==> config.mk <==
export PLATFORM = sky130hd
export DESIGN_NAME = uftx_top
export DESIGN_NICKNAME = d
export VERILOG_FILES = /design/src/rtl/uftx_pkg.sv /design/src/rtl/uftx_fmt_decode.sv /design/src/rtl/uftx_parity.sv /design/src/rtl/uftx_seq.sv /design/src/rtl/uftx_line_drive.sv /design/src/rtl/uftx_top.sv
export SDC_FILE = /design/constraint.sdc
export NUM_CORES = 1
export LEC_CHECK = 0
export BUFFER_PORTS_ARGS = -buffer_cell sky130_fd_sc_hd__buf_2
export CORE_MARGIN = 1.5
export CORE_UTILIZATION = 45
export CTS_CLUSTER_SIZE = 25
export DETAILED_ROUTE_END_ITERATION = 8
export GPL_TIMING_DRIVEN = 1
export PLACE_DENSITY = 0.66
export SYNTH_ARGS = -nofsm -noshare
export SYNTH_HDL_FRONTEND = slang
export SYNTH_SLANG_ARGS = --single-unit
==> constraint.sdc <==
create_clock -name clk -period 2.67 [get_ports clk]
set_input_delay 0.534 -clock clk [delete_from_list [all_inputs] [get_ports clk]]
set_output_delay 0.534 -clock clk [all_outputs]
set_load 0.005 [all_outputs]
==> src/rtl/uftx_pkg.sv <==
package uftx_pkg;

  typedef enum logic [2:0] {
    ST_IDLE  = 3'd0,
    ST_START = 3'd1,
    ST_DATA  = 3'd2,
    ST_PAR   = 3'd3,
    ST_STOP  = 3'd4
  } tx_state_e;

  typedef enum logic [1:0] {
    PAR_ODD   = 2'b00,
    PAR_EVEN  = 2'b01,
    PAR_MARK  = 2'b10,
    PAR_SPACE = 2'b11
  } par_mode_e;

  typedef struct packed {
    logic [1:0] len_code;
    logic       long_stop;
    logic       par_en;
    par_mode_e  par_mode;
  } frame_fmt_t;

endpackage

==> src/rtl/uftx_fmt_decode.sv <==
module uftx_fmt_decode
  import uftx_pkg::*;
(
  input  logic [6:0]  ctrl,
  output frame_fmt_t  fmt,
  output logic        brk
);
  always_comb begin
    fmt.len_code  = ctrl[1:0];
    fmt.long_stop = ctrl[2];
    fmt.par_en    = ctrl[3];
    fmt.par_mode  = par_mode_e'(ctrl[5:4]);
    brk           = ctrl[6];
  end
endmodule

==> src/rtl/uftx_parity.sv <==
module uftx_parity
  import uftx_pkg::*;
#(
  parameter int DATA_W   = 8,
  parameter int MIN_BITS = 5
) (
  input  logic [DATA_W-1:0] data,
  input  logic [1:0]        len_code,
  input  par_mode_e         mode,
  output logic              par_bit
);
  logic [DATA_W-1:0] keep;
  logic              ones_odd;

  for (genvar i = 0; i < DATA_W; i++) begin : g_keep
    if (i < MIN_BITS) begin : g_fixed
      assign keep[i] = 1'b1;
    end else begin : g_var
      assign keep[i] = (32'(len_code) + 32'(MIN_BITS)) > 32'(i);
    end
  end

  assign ones_odd = ^(data & keep);

  always_comb begin
    unique case (mode)
      PAR_ODD:   par_bit = ~ones_odd;
      PAR_EVEN:  par_bit = ones_odd;
      PAR_MARK:  par_bit = 1'b1;
      default:   par_bit = 1'b0;
    endcase
  end
endmodule

==> src/rtl/uftx_seq.sv <==
module uftx_seq
  import uftx_pkg::*;
#(
  parameter int DATA_W   = 8,
  parameter int TPB      = 16,
  parameter int MIN_BITS = 5
) (
  input  logic              clk,
  input  logic              rst_n,
  input  frame_fmt_t        fmt_live,
  input  logic              tick_i,
  input  logic              in_valid,
  input  logic [DATA_W-1:0] in_data,
  output logic              in_ready,
  output logic              line_bit
);
  localparam int CNT_W = $clog2(2 * TPB);
  localparam int IDX_W = $clog2(DATA_W);
  localparam logic [CNT_W-1:0] BIT_LAST  = CNT_W'(TPB - 1);
  localparam logic [CNT_W-1:0] ONEH_LAST = CNT_W'(TPB + TPB / 2 - 1);
  localparam logic [CNT_W-1:0] TWO_LAST  = CNT_W'(2 * TPB - 1);

  tx_state_e         state_q;
  logic [CNT_W-1:0]  tcnt_q;
  logic [IDX_W-1:0]  bidx_q;
  logic [DATA_W-1:0] data_q;
  frame_fmt_t        fmt_q;
  logic [IDX_W-1:0]  last_idx;
  logic [CNT_W-1:0]  stop_last;
  logic [CNT_W-1:0]  span_last;
  logic              par_bit;
  logic              span_end;

  uftx_parity #(.DATA_W(DATA_W), .MIN_BITS(MIN_BITS)) par_i (
    .data     (data_q),
    .len_code (fmt_q.len_code),
    .mode     (fmt_q.par_mode),
    .par_bit  (par_bit)
  );

  assign last_idx  = IDX_W'(MIN_BITS - 1) + IDX_W'(fmt_q.len_code);
  assign stop_last = !fmt_q.long_stop      ? BIT_LAST :
                     (fmt_q.len_code == '0) ? ONEH_LAST : TWO_LAST;
  assign span_last = (state_q == ST_STOP) ? stop_last : BIT_LAST;
  assign span_end  = tick_i && (tcnt_q == span_last);
  assign in_ready  = (state_q == ST_IDLE);

  always_ff @(posedge clk) begin
    if (!rst_n) begin
      state_q <= ST_IDLE;
      tcnt_q  <= '0;
      bidx_q  <= '0;
      data_q  <= '0;
      fmt_q   <= '0;
    end else if (state_q == ST_IDLE) begin
      if (in_valid) begin
        data_q  <= in_data;
        fmt_q   <= fmt_live;
        tcnt_q  <= '0;
        bidx_q  <= '0;
        state_q <= ST_START;
      end
    end else if (tick_i) begin
      if (!span_end) begin
        tcnt_q <= tcnt_q + 1'b1;
      end else begin
        tcnt_q <= '0;
        unique case (state_q)
          ST_START: state_q <= ST_DATA;
          ST_DATA: begin
            if (bidx_q == last_idx) state_q <= fmt_q.par_en ? ST_PAR : ST_STOP;
            else                    bidx_q  <= bidx_q + 1'b1;
          end
          ST_PAR:  state_q <= ST_STOP;
          default: state_q <= ST_IDLE;
        endcase
      end
    end
  end

  always_comb begin
    unique case (state_q)
      ST_START: line_bit = 1'b0;
      ST_DATA:  line_bit = data_q[bidx_q];
      ST_PAR:   line_bit = par_bit;
      default:  line_bit = 1'b1;
    endcase
  end


  ready_drop_chk: assert property (@(posedge clk) disable iff (!rst_n)
    (in_valid && in_ready) |=> !in_ready);


  ready_after_stop_chk: assert property (@(posedge clk) disable iff (!rst_n)
    $rose(in_ready) |-> ($past(state_q) == ST_STOP && $past(tick_i)));


  fmt_hold_chk: assert property (@(posedge clk) disable iff (!rst_n)
    (state_q != ST_IDLE && $past(state_q) != ST_IDLE) |-> $stable(fmt_q));

endmodule

==> src/rtl/uftx_line_drive.sv <==
module uftx_line_drive (
  input  logic brk,
  input  logic line_bit,
  output logic txd
);
  assign txd = line_bit & ~brk;
endmodule

==> src/rtl/uftx_top.sv <==
module uftx_top
  import uftx_pkg::*;
#(
  parameter int DATA_W   = 8,
  parameter int TPB      = 16,
  parameter int MIN_BITS = 5
) (
  input  logic              clk,
  input  logic              rst_n,
  input  logic [6:0]        ctrl_i,
  input  logic              tick_i,
  input  logic              in_valid,
  input  logic [DATA_W-1:0] in_data,
  output logic              in_ready,
  output logic              txd_o
);
  frame_fmt_t fmt_live;
  logic       brk;
  logic       line_bit;

  uftx_fmt_decode dec_i (
    .ctrl (ctrl_i),
    .fmt  (fmt_live),
    .brk  (brk)
  );

  uftx_seq #(.DATA_W(DATA_W), .TPB(TPB), .MIN_BITS(MIN_BITS)) seq_i (
    .clk      (clk),
    .rst_n    (rst_n),
    .fmt_live (fmt_live),
    .tick_i   (tick_i),
    .in_valid (in_valid),
    .in_data  (in_data),
    .in_ready (in_ready),
    .line_bit (line_bit)
  );

  uftx_line_drive drv_i (
    .brk      (brk),
    .line_bit (line_bit),
    .txd      (txd_o)
  );


  idle_high_chk: assert property (@(posedge clk) disable iff (!rst_n)
    (in_ready && !ctrl_i[6]) |-> txd_o);


  start_low_chk: assert property (@(posedge clk) disable iff (!rst_n)
    (in_valid && in_ready) |=> !txd_o);


  brk_low_chk: assert property (@(posedge clk) disable iff (!rst_n)
    ctrl_i[6] |-> !txd_o);

endmodule

==> flow_summary.json, run 1 <==
{
  "status": "finished with violations",
  "violations": "design-rule violations",
  "grt_max_degree": 24,
  "gp_congestion": 0.813,
  "synth.distinct_cells": 37,
  "final_cell_mix": "nand2_1 (38), a21oi_1 (24), dfxtp_1 (24)",
  "worstPathArrival_ns": 1.93,
  "routed_wl_um": 2960,
  "power_leakage_nw": 0.544,
  "portBuffers": 20,
  "final_antenna_net_count": 0,
  "synthArstFlopShare": 0,
  "syn_avg_cell_area_um2": 8.20,
  "hp-class": "input port to flop",
  "drc": 4,
  "rsz0062_at_grt": "false",
  "root_buffer": "clkbuf_4",
  "synth_cells": 165,
  "synthTopCellsByArea": "dfxtp_1 (37%), nand2_1 (11%), a21oi_1 (8.9%)",
  "synth_edf_count": 0,
  "slowest_stage": "dfxtp_1",
  "timing.final.crit_share": 0.922,
  "grt_pass1_wl_um": 4860,
  "via_count": 1235,
  "timing.slew.headroom": 0.532,
  "grt_pass1_vias": 1088,
  "postCtsSetupBuffers": 0,
  "ys_warn_count": 0,
  "yosysSeqAreaShare": 0.370,
  "finalSetupViolCount": 0,
  "fin_skew_ns": 0.000824,
  "syn_to_final_growth_pct": 11.3,
  "die-area_mm2": 0.00334,
  "critPathMostFrequentCell": "xnor2_1",
  "viasPerCell": 5.74,
  "synth_seq_cells": 25,
  "dr.pass1.iters": 6,
  "core-area_mm2": 0.00281,
  "drt-initial-drc-count": 71,
  "final_nets": 206,
  "antenna_found_initial": 0,
  "period_needed_ns": 2.46,
  "crit_required_ns": 2.14,
  "slew_viol_final": 0,
  "path_clk_slew_ns": 0.14,
  "clockBufferDepth": 2,
  "clkSinkCount": 25,
  "globalRouteTotalUtil": 0.186,
  "final.setup.tns_ns": 0,
  "timing.critical_path.buf_inv": 1,
  "num_rows": 19,
  "power_mw": 1.21,
  "ys.flop_type": "dfxtp_1",
  "cts_tree": "built",
  "worst_slew_pin_slew_ns": 0.701,
  "yosysTopAreaCellShare": 0.370,
  "wl_per_cell_um": 13.8,
  "start_util": 0.482,
  "crit_fanout": 6,
  "crit_path_end_kind": "output pin",
  "max_freq_mhz": 406,
  "drive_gt1_frac": 0.207,
  "critPathLaunchType": "flop",
  "path_cells": "o21ai_0 > xnor2_1 > xnor2_1 > xnor2_1 > o311ai_0 > buf_2",
  "grt-ovfl-total": 0,
  "n_antenna_cell": 0,
  "hpwl_um": 2120,
  "synth_top_area_cell": "dfxtp_1",
  "fin_ws_ns": 0.208,
  "place_ws_ns": 0.532,
  "hold_viol_final": 0,
  "die_w_um": 57.8,
  "clkLatencyLatePin_ns": 0.34,
  "power_density_mw_per_mm2": 807,
  "syn-num-nets": 186,
  "cp_top_family": "compound AO/OA/AOI/OAI gates",
  "ios": 21,
  "final_common_cell": "nand2_1",
  "critPathKind": "flop to output pin",
  "cts_htree_levels": 1,
  "max_stage_delay_ns": 0.47,
  "ir_drop_mv": 0.350,
  "syn_area_mm2": 0.00135,
  "die_y_um": 57.8,
  "maxCapViolCount": 0,
  "whs_ns": 0.407,
  "cts_buffers": 3
}
layer usage:
metal / wire length (um) / global-route usage
met5: 0 / 0
met4: 64 / 0.0997
met3: 133 / 0.0201
met2: 1380 / 0.292
met1: 1380 / 0.252
cell type report:
type                    instances  area (um^2)
well taps                      31         38.8
repair buffers                 23          123
clock buffers                   3         22.5
fillers                       277         1300
clock inverters                 1         7.51
flip-flops and latches         25          502
inverters                       3         12.5
multi-input cells             129          800
worst reg2reg max path, delay by kind of cell (launching register included):
family          cells  cell delay, ns
flops               1            0.61
simple gates        4            1.09
compound gates      2            0.39
sequential cells by signal, summed over array words and instances, names as in the netlist:
register       flops
seq_i.state_q      3
seq_i.tcnt_q       5
seq_i.data_q       8
seq_i.bidx_q       3
seq_i.fmt_q        6
through the flow:
step,cells,utilization,area [um^2]
finish,215,0.537,1510
global route,215,0.537,1510
CTS,215,0.536,1500
detailed placement,211,0.525,1470
global placement,211,0.525,1470
floorplan,165,-,1350
synth_stat cells (2+ instances only):
cell type   n
o21ai_0     9
and2_1      2
ha_1        2
nor2_1      7
dfxtp_1    25
mux4_2      2
inv_1       2
a21oi_1    24
mux2i_1     2
nor3_1      3
nand3_1     6
o2111ai_1   2
o21a_1      2
xnor2_1     8
buf_2       2
nand4_1     2
clkbuf_1    5
o211ai_1    2
nand4b_1    2
xor2_1      2
nand2_1    38
kinds of logic after synthesis:
logic type	after synthesis	synth area share
AOI/OAI and AO/OA	43	0.192
xor gates and xnor gates	10	0.0648
adders and majority gates	2	0.0185
buffers and inverters	11	0.0389
DFF	25	0.370
muxes	5	0.0564
and+or+nand+nor	69	0.259
power breakdown:
| group | internal [mW] | switching, mW |
|---|---|---|
| registers | 0.428 | 0.0825 |
| logic | 0.222 | 0.298 |
| clock network | 0.0577 | 0.126 |
| total | 0.708 | 0.506 |
what timing repair did:
item                                    CTS  global route
gates resized for setup                   0             1
endpoints found under the setup margin    0             1
hold buffers                              0             0
worst paths after layout:
path	startpoint	endpoint	slack [ns]	cells after the start
setup / recovery	seq_i.fmt_q[5]	txd_o	0.21	6
hold / removal	ctrl_i[0]	seq_i.fmt_q[4]	0.41	3
setup reg to reg	seq_i.state_q[1]	seq_i.state_q[2]	0.52	6
hold reg to reg	seq_i.fmt_q[3]	seq_i.fmt_q[3]	0.49	2
Power figures use the tool's default switching activity.
==> inputs of run 2 (changes only) <==
- CTS_BUF_LIST: default -> sky130_fd_sc_hd__clkbuf_16
==> run 2 against run 1 <==
Net effect:
- clock power rose by 89%
- wire length rose by 3.8%
- the flow still finishes with violations (design-rule violations)
- worst hold slack improved by 0.069 ns
- critical path type unchanged
- sequential share of layout area fell by 1.2 points
- clock skew rose by 0.0026 ns
- sequential power barely moved
- first-iteration DRC count fell by 42%
- largest cell class unchanged
- combinational power rose by 0.8%
==> flow_summary.json, run 2 (synthesis gave the netlist of run 1 again) <==
{
  "status": "finished with violations",
  "violations": "design-rule violations",
  "viasPerCell": 5.72,
  "root_buffer": "clkbuf_16",
  "reg2reg_from": "seq_i.state_q[1]",
  "num_rows": 19,
  "fin_skew_ns": 0.00346,
  "final_common_cell": "nand2_1",
  "largest_registers": "seq_i.data_q (8), seq_i.fmt_q (6), seq_i.tcnt_q (5)",
  "cts_resized": 0,
  "grt_pass1_vias": 1094,
  "cts_tree": "built",
  "gp_congestion": 0.813,
  "final_nets": 206,
  "fin_ws_ns": 0.207,
  "place_ws_ns": 0.532,
  "crit_path_end_kind": "output pin",
  "start_util": 0.482,
  "via_count": 1229,
  "die-area_mm2": 0.00334,
  "ir_drop_mv": 0.462,
  "antenna_found_initial": 0,
  "regMostFlops": "seq_i.data_q",
  "switching_share": 0.382,
  "final_antenna_net_count": 0,
  "globalRouteTotalUtil": 0.191,
  "timing.final.crit_share": 0.923,
  "drive_gt1_frac": 0.201,
  "postCtsSetupBuffers": 0,
  "slew_viol_final": 0,
  "clkLatencyLatePin_ns": 0.26,
  "gr-usage-met1": 0.256,
  "routed_wl_um": 3070,
  "met3_usage": 0.0201,
  "dr.pass1.iters": 6,
  "drc": 4,
  "critPathLaunchType": "flop",
  "grt-ovfl-total": 0,
  "hold_start": "seq_i.fmt_q[3]",
  "clockBufferDepth": 2,
  "grt_max_degree": 24,
  "seq_power_share": 0.371,
  "die_w_um": 57.8,
  "worstPathArrival_ns": 1.93,
  "intPower_mw": 0.854,
  "nFillCells": 270,
  "cts_htree_levels": 1,
  "hpwl_um": 2120,
  "power_leakage_nw": 0.567,
  "place_inst": 211,
  "critPathKind": "flop to output pin",
  "hold_viol_final": 0,
  "final_cell_mix": "nand2_1 (38), dfxtp_1 (25), a21oi_1 (24)",
  "drt-initial-drc-count": 41,
  "final_cells": 215,
  "n_antenna_cell": 0,
  "maxCapViolCount": 0,
  "die_y_um": 57.8,
  "hp-class": "flop to flop",
  "finalSetupViolCount": 0,
  "ios": 21,
  "final.setup.tns_ns": 0,
  "timing.slew.headroom": 0.526,
  "syn_to_final_growth_pct": 15.1,
  "path_clk_slew_ns": 0.07,
  "cts_buffers": 3,
  "grt_use_met2": 0.304,
  "worstSetupStartpoint": "seq_i.bidx_q[0]",
  "period_needed_ns": 2.46,
  "clkSinkCount": 25,
  "grt_pass1_wl_um": 4970,
  "max_freq_mhz": 406,
  "hold_buffers": 0,
  "wl_per_cell_um": 14.3,
  "crit_fanout": 6,
  "worst_slew_pin_slew_ns": 0.711,
  "power_switching_mw": 0.528,
  "crit_required_ns": 2.14,
  "top_usage_layer": "met2",
  "core-area_mm2": 0.00281,
  "power_density_mw_per_mm2": 888,
  "largest_reg_flops": 8,
  "rsz0062_at_grt": "false",
  "portBuffers": 20,
  "clkPwrFrac": 0.251,
  "combPwrFrac": 0.378
}
run 2: power groups by stage:
stage | Sequential, mW | Combinational [mW] | Clock [mW]
CTS | 0.510 | 0.522 | 0.352
global placement | 0.514 | 0.506 | 0
finish | 0.512 | 0.523 | 0.347
global route | 0.519 | 0.575 | 0.370
detailed placement | 0.518 | 0.517 | 0
floorplan | 0.474 | 0.431 | 0
run 2: area by class of cell:
type	instances	area [um^2]	share of cell area
Inverter	3	12.5	0.00804
Sequential cell	25	500	0.322
Clock inverter	1	7.51	0.00482
Tap cell	31	38.8	0.0249
Clock buffer	3	75.1	0.0482
Timing Repair Buffer	23	123	0.0788
Multi-Input combinational cell	129	800	0.514
run 2: per-layer routing:
metal / vias up / wire length [um]
met5: - / 0
met4: 0 / 44
met3: 6 / 107
met2: 21 / 1470
met1: 586 / 1440
li1: 616 / -
run 2: through the flow:
stage          cell area [um^2]   util  hold slack, ns  power, mW
2_1_floorplan              1350      -           0.437      0.905
3_3_place_gp               1470  0.525           0.461       1.02
3_5_place_dp               1470  0.525           0.467       1.03
4_1_cts                    1560  0.555           0.476       1.38
5_1_grt                    1560  0.555           0.507       1.46
6_report                   1560  0.555           0.476       1.38
run 2: worst max-delay path, cell delays in order, from the launching register on:
cell and delay, ns:
dfxtp_1 0.47, mux4_2 0.55, mux2i_1 0.14, a21oi_1 0.08, o21bai_1 0.13, o311ai_0 0.13, buf_2 0.15
run 2: final timing paths:
path / to / slack [ns] / cells after the start
worst max-delay path: txd_o / 0.21 / 6
worst min-delay path: seq_i.fmt_q[3] / 0.48 / 2
worst max register to register: seq_i.state_q[2] / 0.53 / 6
worst min register to register: seq_i.fmt_q[3] / 0.48 / 2
